--- src/rtl/alu8_pkg.sv ---
package alu8_pkg;
  typedef enum logic [4:0] {
    OP_ADD  = 5'd0,
    OP_ADC  = 5'd1,
    OP_SUB  = 5'd2,
    OP_SBC  = 5'd3,
    OP_CMP  = 5'd4,
    OP_CMPC = 5'd5,
    OP_AND  = 5'd6,
    OP_OR   = 5'd7,
    OP_XOR  = 5'd8,
    OP_COM  = 5'd9,
    OP_NEG  = 5'd10,
    OP_INC  = 5'd11,
    OP_DEC  = 5'd12,
    OP_LSL  = 5'd13,
    OP_LSR  = 5'd14,
    OP_ROL  = 5'd15,
    OP_ROR  = 5'd16
  } alu_op_e;

  localparam int FLAG_W = 6;
  localparam int FC = 0;
  localparam int FZ = 1;
  localparam int FN = 2;
  localparam int FV = 3;
  localparam int FS = 4;
  localparam int FH = 5;

  typedef logic [FLAG_W-1:0] flags_t;

  localparam flags_t MASK_ARITH = 6'b111111;
  localparam flags_t MASK_LOGIC = 6'b011110;
  localparam flags_t MASK_SHIFT = 6'b011111;
  localparam flags_t MASK_NONE  = 6'b000000;
endpackage

--- src/rtl/alu8_addsub.sv ---
module alu8_addsub #(
  parameter int DW = 8
) (
  input  logic [DW-1:0] x,
  input  logic [DW-1:0] y,
  input  logic          cin,
  input  logic          sub,
  output logic [DW-1:0] sum,
  output logic          c_out,
  output logic          h_out,
  output logic          v_out
);
  localparam int HB = DW / 2 - 1;
  localparam int MSB = DW - 1;

  logic [DW:0]   full;
  logic [HB+1:0] low;

  always_comb begin
    if (sub) begin
      full = {1'b0, x} - {1'b0, y} - {{DW{1'b0}}, cin};
      low  = {1'b0, x[HB:0]} - {1'b0, y[HB:0]} - {{(HB+1){1'b0}}, cin};
    end else begin
      full = {1'b0, x} + {1'b0, y} + {{DW{1'b0}}, cin};
      low  = {1'b0, x[HB:0]} + {1'b0, y[HB:0]} + {{(HB+1){1'b0}}, cin};
    end
    sum   = full[DW-1:0];
    c_out = full[DW];
    h_out = low[HB+1];
    if (sub) v_out = (x[MSB] != y[MSB]) && (full[MSB] != x[MSB]);
    else     v_out = (x[MSB] == y[MSB]) && (full[MSB] != x[MSB]);
  end
endmodule

--- src/rtl/alu8_bitwise.sv ---
module alu8_bitwise #(
  parameter int DW = 8
) (
  input  logic [DW-1:0] x,
  input  logic [DW-1:0] y,
  input  logic [1:0]    fn,
  output logic [DW-1:0] res
);
  always_comb begin
    unique case (fn)
      2'd0:    res = x & y;
      2'd1:    res = x | y;
      2'd2:    res = x ^ y;
      default: res = {DW{1'b1}} - x;
    endcase
  end
endmodule

--- src/rtl/alu8_shifter.sv ---
module alu8_shifter #(
  parameter int DW = 8
) (
  input  logic [DW-1:0] x,
  input  logic          cin,
  input  logic          left,
  input  logic          thru_c,
  output logic [DW-1:0] res,
  output logic          c_out
);
  logic fill;

  always_comb begin
    fill = thru_c ? cin : 1'b0;
    if (left) begin
      res   = {x[DW-2:0], fill};
      c_out = x[DW-1];
    end else begin
      res   = {fill, x[DW-1:1]};
      c_out = x[0];
    end
  end
endmodule

--- src/rtl/alu8_core.sv ---
module alu8_core
  import alu8_pkg::*;
#(
  parameter int DW = 8
) (
  input  logic [DW-1:0]     opnd_a,
  input  logic [DW-1:0]     opnd_b,
  input  logic [4:0]        op_sel,
  input  logic [FLAG_W-1:0] flags_in,
  output logic [DW-1:0]     result,
  output logic [FLAG_W-1:0] flags_out,
  output logic [FLAG_W-1:0] flags_we
);
  localparam int MSB = DW - 1;

  logic [DW-1:0] as_x, as_y, as_sum;
  logic          as_cin, as_sub, as_c, as_h, as_v;
  logic [1:0]    bw_fn;
  logic [DW-1:0] bw_res;
  logic          sh_left, sh_thru, sh_c;
  logic [DW-1:0] sh_res;

  logic [DW-1:0] calc;
  flags_t        fresh;
  flags_t        mask;
  logic          is_cmp;
  logic          is_logic;
  logic          is_shift;
  logic          c_in;

  assign c_in = flags_in[FC];

  always_comb begin
    as_x   = opnd_a;
    as_y   = opnd_b;
    as_sub = 1'b0;
    as_cin = 1'b0;
    unique case (op_sel)
      OP_ADC:           as_cin = c_in;
      OP_SUB, OP_CMP:   as_sub = 1'b1;
      OP_SBC, OP_CMPC: begin
        as_sub = 1'b1;
        as_cin = c_in;
      end
      OP_NEG: begin
        as_x   = '0;
        as_y   = opnd_a;
        as_sub = 1'b1;
      end
      OP_INC: as_y = DW'(1);
      OP_DEC: begin
        as_y   = DW'(1);
        as_sub = 1'b1;
      end
      default: ;
    endcase
  end

  always_comb begin
    unique case (op_sel)
      OP_OR:   bw_fn = 2'd1;
      OP_XOR:  bw_fn = 2'd2;
      OP_COM:  bw_fn = 2'd3;
      default: bw_fn = 2'd0;
    endcase
    sh_left = (op_sel == OP_LSL) || (op_sel == OP_ROL);
    sh_thru = (op_sel == OP_ROL) || (op_sel == OP_ROR);
  end

  alu8_addsub #(.DW(DW)) u_addsub (
    .x(as_x), .y(as_y), .cin(as_cin), .sub(as_sub),
    .sum(as_sum), .c_out(as_c), .h_out(as_h), .v_out(as_v)
  );

  alu8_bitwise #(.DW(DW)) u_bitwise (
    .x(opnd_a), .y(opnd_b), .fn(bw_fn), .res(bw_res)
  );

  alu8_shifter #(.DW(DW)) u_shifter (
    .x(opnd_a), .cin(c_in), .left(sh_left), .thru_c(sh_thru),
    .res(sh_res), .c_out(sh_c)
  );

  always_comb begin
    calc     = opnd_a;
    fresh    = flags_in;
    mask     = MASK_NONE;
    is_cmp   = 1'b0;
    is_logic = 1'b0;
    is_shift = 1'b0;
    unique case (op_sel)
      OP_ADD, OP_ADC, OP_SUB, OP_SBC, OP_CMP, OP_CMPC, OP_NEG: begin
        calc      = as_sum;
        fresh[FC] = as_c;
        fresh[FH] = as_h;
        fresh[FV] = as_v;
        mask      = MASK_ARITH;
        is_cmp    = (op_sel == OP_CMP) || (op_sel == OP_CMPC);
      end
      OP_INC, OP_DEC: begin
        calc      = as_sum;
        fresh[FV] = as_v;
        mask      = MASK_LOGIC;
      end
      OP_AND, OP_OR, OP_XOR: begin
        calc      = bw_res;
        fresh[FV] = 1'b0;
        mask      = MASK_LOGIC;
        is_logic  = 1'b1;
      end
      OP_COM: begin
        calc      = bw_res;
        fresh[FC] = 1'b1;
        fresh[FV] = 1'b0;
        mask      = MASK_SHIFT;
        is_logic  = 1'b1;
      end
      OP_LSL, OP_LSR, OP_ROL, OP_ROR: begin
        calc      = sh_res;
        fresh[FC] = sh_c;
        fresh[FV] = sh_res[MSB] ^ sh_c;
        mask      = MASK_SHIFT;
        is_shift  = 1'b1;
      end
      default: ;
    endcase
    fresh[FZ] = (calc == '0);
    fresh[FN] = calc[MSB];
    fresh[FS] = fresh[FN] ^ fresh[FV];
  end

  assign result    = is_cmp ? opnd_a : calc;
  assign flags_we  = mask;
  assign flags_out = (fresh & mask) | (flags_in & ~mask);

  always_comb begin
    if (flags_we[FS]) begin
      AST_SIGN_IS_N_XOR_V: assert (flags_out[FS] == (flags_out[FN] ^ flags_out[FV])) else $error("sign flag mismatch");
    end
    if (flags_we[FZ] && !is_cmp) begin
      AST_ZERO_TRACKS_RESULT: assert (flags_out[FZ] == (result == '0)) else $error("zero flag mismatch");
      AST_NEG_TRACKS_MSB: assert (flags_out[FN] == result[MSB]) else $error("negative flag mismatch");
    end
    if (is_logic) begin
      AST_LOGIC_V_CLEAR: assert (!flags_out[FV] && flags_out[FH] == flags_in[FH]) else $error("logic op flag error");
    end
    if (is_shift) begin
      AST_SHIFT_V_RULE: assert (flags_out[FV] == (result[MSB] ^ flags_out[FC])) else $error("shift V rule broken");
    end
    if (is_cmp) begin
      AST_CMP_KEEPS_A: assert (result == opnd_a) else $error("compare altered result");
    end
    if (flags_we == '0) begin
      AST_NOOP_PASSES: assert (flags_out == flags_in && result == opnd_a) else $error("unused op changed state");
    end
  end
endmodule

--- config.mk ---
export PLATFORM = sky130hd
export DESIGN_NAME = alu8_core
export DESIGN_NICKNAME = d
export VERILOG_FILES = /design/src/rtl/alu8_pkg.sv /design/src/rtl/alu8_addsub.sv /design/src/rtl/alu8_bitwise.sv /design/src/rtl/alu8_shifter.sv /design/src/rtl/alu8_core.sv
export SDC_FILE = /design/constraint.sdc
export NUM_CORES = 1
export LEC_CHECK = 0
export BUFFER_PORTS_ARGS = -buffer_cell sky130_fd_sc_hd__buf_2
export CORE_ASPECT_RATIO = 1.75
export CORE_MARGIN = 1
export CORE_UTILIZATION = 55
export DETAILED_ROUTE_END_ITERATION = 8
export PLACE_DENSITY = 0.8
export SLEW_MARGIN = 5
export SYNTH_ARGS = -nofsm -noshare
export SYNTH_HDL_FRONTEND = slang
export SYNTH_SLANG_ARGS = --single-unit
--- constraint.sdc ---
create_clock -name vclk -period 6
set_input_delay 0.3 -clock vclk [all_inputs]
set_output_delay 0.3 -clock vclk [all_outputs]
set_load 0.05 [all_outputs]
==> impl_metrics.toml, run 1 <==
[run_status]
outcome = "finished, final reports clean"

[final_layout]
seq_cells = 0
fin_util = 0.628
layout_commonest_cell = "buf_2"
finalInstanceArea_um2 = 2450
drive_gt1_frac = 0.165
fillerInstances = 401
num_antenna_cells = 0
final_cell_mix = "buf_2 (47), nand2_1 (42), a21oi_1 (42), nor2_1 (41), inv_1 (37)"
nets = 450
instances_no_fill = 430
clock_buffers = 0
syn_to_final_growth_pct = 8.30
regArea_um2 = 0

[logic_synthesis]
ys_types = 53
synth-seq-area-share = 0
syn-mean-instance-area_um2 = 6.34
syn-num-nets = 423
syn_area_um2 = 2260
syn_inst = 357
yosys_warnings = 0

[route]
firstDrtPassIters = 5
drcViolationCount = 0
dr.first_iter.drc_count = 76
avgViaCountPerCell = 6.09
wirelength_um = 6740
vias = 2620
ant_nets = 0
wl_per_cell_um = 15.7

[setup_path]
path_max_fanout = 28
crit_required_ns = 5.70
worstPathArrival_ns = 4.16
worst_setup_path_start_kind = "input pin"
critPathLaunch = "op_sel[0]"
crit_type = "input pin to output pin"
endpoint = "flags_out[4]"
end_kind = "output pin"

[sta]
tightest_slew_ns = 0.914
slew_headroom = 0.390
hold_slack_ns = 1.03
setup_viol = 0
tns_ns = 0
fin_crit_ns = 4.46
fmax_ghz = 0.224
drv_slew = 0
setup_ws_ns = 1.54
rsz0062_at_grt = "no"
hold_viol_final = 0
finalCritPeriodShare = 0.743

[placed_design]
dpl.hpwl_um = 5480
dp_cells = 430
routabilityCongestion = 0.924
portBuffers = 47
dpl-instance-area_um2 = 2450
pre_cts_slack_ns = 1.57

[clock_network]
cts-hold-fix-buffers = 0
cts.repair.resized = 0
cts_setup_buffers = 0

[power_and_ir_drop]
vdd_drop_max_v = 0.0000955
swShare = 0.671
pwr-share-seq = 0
power_switching_uw = 208
power.internal_uw = 102
p_leak_nw = 1.21
powerDensity_nw_per_um2 = 127
power_frac_clock = 0
power_uw = 310
combinationalPowerShare = 1.000

[floorplan]
io_pins = 47
std_cell_rows = 30
die_x_um = 50.5
core_um2 = 3900
design.die.area_um2 = 4380
start_util = 0.579
die_y_um = 86.8

[global_route]
grtUsageTotal = 0.318
grt_max_degree = 29
antenna_found_initial = 0
gr-total-overflow = 0
grt_pass1_wl_um = 11000
grt_pass1_vias = 2439

[hold_path]
hold_path.class = "input pin to output pin"

[run]
maxCapViolations = 0
## synth_stat cells (3+ instances only)
master | n | share of area
o21a_1 | 3 | 0.010
a21oi_1 | 42 | 0.093
clkbuf_1 | 10 | 0.017
nor2_1 | 41 | 0.068
nor4_1 | 4 | 0.011
nand2_1 | 42 | 0.070
o22ai_1 | 4 | 0.011
xnor2_1 | 7 | 0.027
nor2b_1 | 3 | 0.0083
a211oi_1 | 3 | 0.010
o211ai_1 | 9 | 0.030
xor2_1 | 8 | 0.031
nor3_1 | 5 | 0.011
buf_4 | 3 | 0.010
o21ai_0 | 28 | 0.062
buf_2 | 8 | 0.018
a221oi_1 | 3 | 0.012
or3_1 | 5 | 0.014
fa_1 | 4 | 0.035
ha_1 | 35 | 0.19
mux2_2 | 5 | 0.025
a31oi_1 | 3 | 0.0083
nand2b_1 | 5 | 0.014
inv_1 | 37 | 0.061
nand3_1 | 5 | 0.011
## layout make-up
class	instances	area, um2	area share
Inverter	39	146	0.0598
Timing Repair Buffer	48	243	0.0991
Tap cell	48	60.1	0.0245
Multi-Input combinational cell	295	2000	0.817
## routing by layer
metal  up-vias  part of all wire  GRT usage
li1       1287                 -          -
met1      1196              0.39      0.366
met2       106              0.51      0.582
met3        31             0.053     0.0140
met4         0             0.050      0.154
met5         -                 0          0
## worst min-delay path by stage
stage / start / end / cells past startpoint
floorplan: flags_in[2] / flags_out[2] / 2
global placement: flags_in[2] / flags_out[2] / 4
detailed placement: flags_in[4] / flags_out[4] / 4
CTS: flags_in[4] / flags_out[4] / 4
global route: flags_in[4] / flags_out[4] / 4
finish: flags_in[4] / flags_out[4] / 4
## power groups by stage
stage                     sequential [mW]  clock (mW)  combinational, mW
after detailed placement                0           0              0.305
after global routing                    0           0              0.337
final                                   0           0              0.310
after CTS                               0           0              0.307
after global placement                  0           0              0.302
after floorplan                         0           0              0.240
## worst max-delay path, stage by stage
cell and delay, ns:
buf_2 0.25, nand2b_4 0.22, or3_1 0.49, o21ai_0 0.32, ha_1 0.35, ha_1 0.39
and4_1 0.22, o31a_1 0.13, o41ai_2 0.34, mux2i_1 0.18, o31a_1 0.33, nor3_2 0.20
xnor2_1 0.09, nor2_1 0.10, buf_2 0.26
## logic make-up after synthesis
logic type / synth area share
AOI/OAI and AO/OA: 0.312
xor gates and xnor gates: 0.0581
adders and majority gates: 0.229
buffers and inverters: 0.116
muxes: 0.0293
and+or+nand+nor: 0.256
No activity file was read; power rests on OpenSTA's default activity.
==> run 2, diff against run 1 <==
Settings changed: CORE_UTILIZATION 55 to 53, PLACE_DENSITY 0.8 to 0.81.
Clock period 6 ns to 4.01 ns, I/O delays scaled along.
==> run 2 against run 1 <==
Net effect: cell count is 4.9% higher; cell area is 7.4% higher; non-clock buffer count increased by 20; die area up 3.7%; hold slack got worse by 0.22 ns; setup slack worse by 1.3 ns; utilization increased by 1.2 points; via count grew 5.1%; critical endpoint unchanged.
==> impl_metrics.toml, run 2 (same netlist as run 1, synthesis figures left out) <==
[run_status]
outcome = "finished, final reports clean"

[setup_path]
path_depth = 19
crit_family = "simple AND/OR/NAND/NOR gates"
path_max_fanout = 12
endpoint = "flags_out[4]"
crit_required_ns = 3.81
worstPathArrival_ns = 3.61
crit_chain = "buf_2 > buf_4 > inv_2 > nor2_1 > nor2_1 > nor2_1 > o21a_1 > fa_1 > inv_1 > ha_1 > and4_1 > o31a_1 > o41ai_4 > mux2i_2 > nor4_1 > nor3_2 > xnor2_1 > nor2_2 > clkbuf_4"
critPathMostFrequentCell = "nor2_1"
cp_slowest_cell = "fa_1"
worst_setup_path_start_kind = "input pin"
critPathLaunch = "op_sel[2]"
end_kind = "output pin"
worstPathBufferInverterCount = 5
crit_type = "input pin to output pin"
cpPeakStageDelay_ns = 0.45

[floorplan]
start_util = 0.550
io_pins = 47
core_um2 = 4110
die_y_um = 88.4
design.die.area_um2 = 4540
std_cell_rows = 31
die_x_um = 51.4

[sta]
slew_headroom = 0.401
setup_viol = 0
hold_viol_final = 0
finalCritPeriodShare = 0.951
fmax_ghz = 0.262
drv_slew = 0
tns_ns = 0
tightest_slew_ns = 0.895
fin_crit_ns = 3.81
rsz0062_at_grt = "yes"

[global_route]
grt_pass1_vias = 2523
gr-total-overflow = 0
antenna_found_initial = 0
grt_pass1_wl_um = 11400
grt_max_degree = 20
grtUsageTotal = 0.320

[power_and_ir_drop]
power.internal_uw = 175
p_leak_nw = 1.30
vdd_drop_max_v = 0.000152
pwr-share-seq = 0
swShare = 0.648
powerDensity_nw_per_um2 = 189
combinationalPowerShare = 1.000
power_switching_uw = 322
power_frac_clock = 0

[final_layout]
layout_commonest_cell = "buf_2"
syn_to_final_growth_pct = 16.3
nets = 470
drive_gt1_frac = 0.216
final_cell_mix = "buf_2 (46), nand2_1 (42), a21oi_1 (41), nor2_1 (40), inv_1 (37)"
num_antenna_cells = 0
regArea_um2 = 0
clock_buffers = 0
instances_no_fill = 451
seq_cells = 0

[hold_path]
hold_path.class = "input pin to output pin"

[placed_design]
dpl.hpwl_um = 5800
dp_cells = 451
portBuffers = 47
routabilityCongestion = 0.949

[route]
avgViaCountPerCell = 6.11
dr.first_iter.drc_count = 99
wl_per_cell_um = 15.8
drcViolationCount = 0
ant_nets = 0
firstDrtPassIters = 4
vias = 2754
wirelength_um = 7130

[clock_network]
cts-hold-fix-buffers = 0
cts_setup_buffers = 0
cts.repair.resized = 0

[run]
maxCapViolations = 0
-- run 2: worst min-delay path by stage --
stage / startpoint / to / slack (ns) / cells past startpoint
2_1_floorplan: flags_in[3] / flags_out[3] / 0.63 / 2
3_3_place_gp: flags_in[2] / flags_out[2] / 0.82 / 4
3_5_place_dp: flags_in[4] / flags_out[4] / 0.83 / 4
4_1_cts: flags_in[4] / flags_out[4] / 0.83 / 4
5_1_grt: flags_in[4] / flags_out[4] / 0.82 / 4
6_report: flags_in[4] / flags_out[4] / 0.81 / 4
-- run 2: metal layers --
layer | GRT usage | routed length, um
met1 | 0.360 | 2720
met2 | 0.587 | 3630
met3 | 0.0326 | 385
met4 | 0.150 | 399
met5 | 0 | 0
-- run 2: stage by stage --
step / utilization / area [um2] / hold WS (ns) / total power, mW / setup slack [ns]
after floorplan: - / 2270 / 0.633 / 0.361 / 0.0244
after global placement: 0.634 / 2610 / 0.820 / 0.472 / 0.109
after detailed placement: 0.634 / 2610 / 0.832 / 0.482 / 0.0193
after CTS: 0.634 / 2610 / 0.833 / 0.483 / 0.00382
after global routing: 0.640 / 2630 / 0.823 / 0.542 / 0.000516
final: 0.640 / 2630 / 0.807 / 0.498 / 0.198
-- run 2: layout make-up --
type / instances / area (um2)
tap: 49 / 61.3
multi-input combinational: 295 / 2030
fill: 390 / 1480
timing repair buffer: 68 / 395
inverter: 39 / 146
-- run 2: power by group through the flow --
stage                     sequential [mW]  combinational [mW]  clock, mW
after floorplan                         0               0.361          0
after global routing                    0               0.542          0
after CTS                               0               0.483          0
after global placement                  0               0.472          0
after detailed placement                0               0.482          0
final                                   0               0.498          0
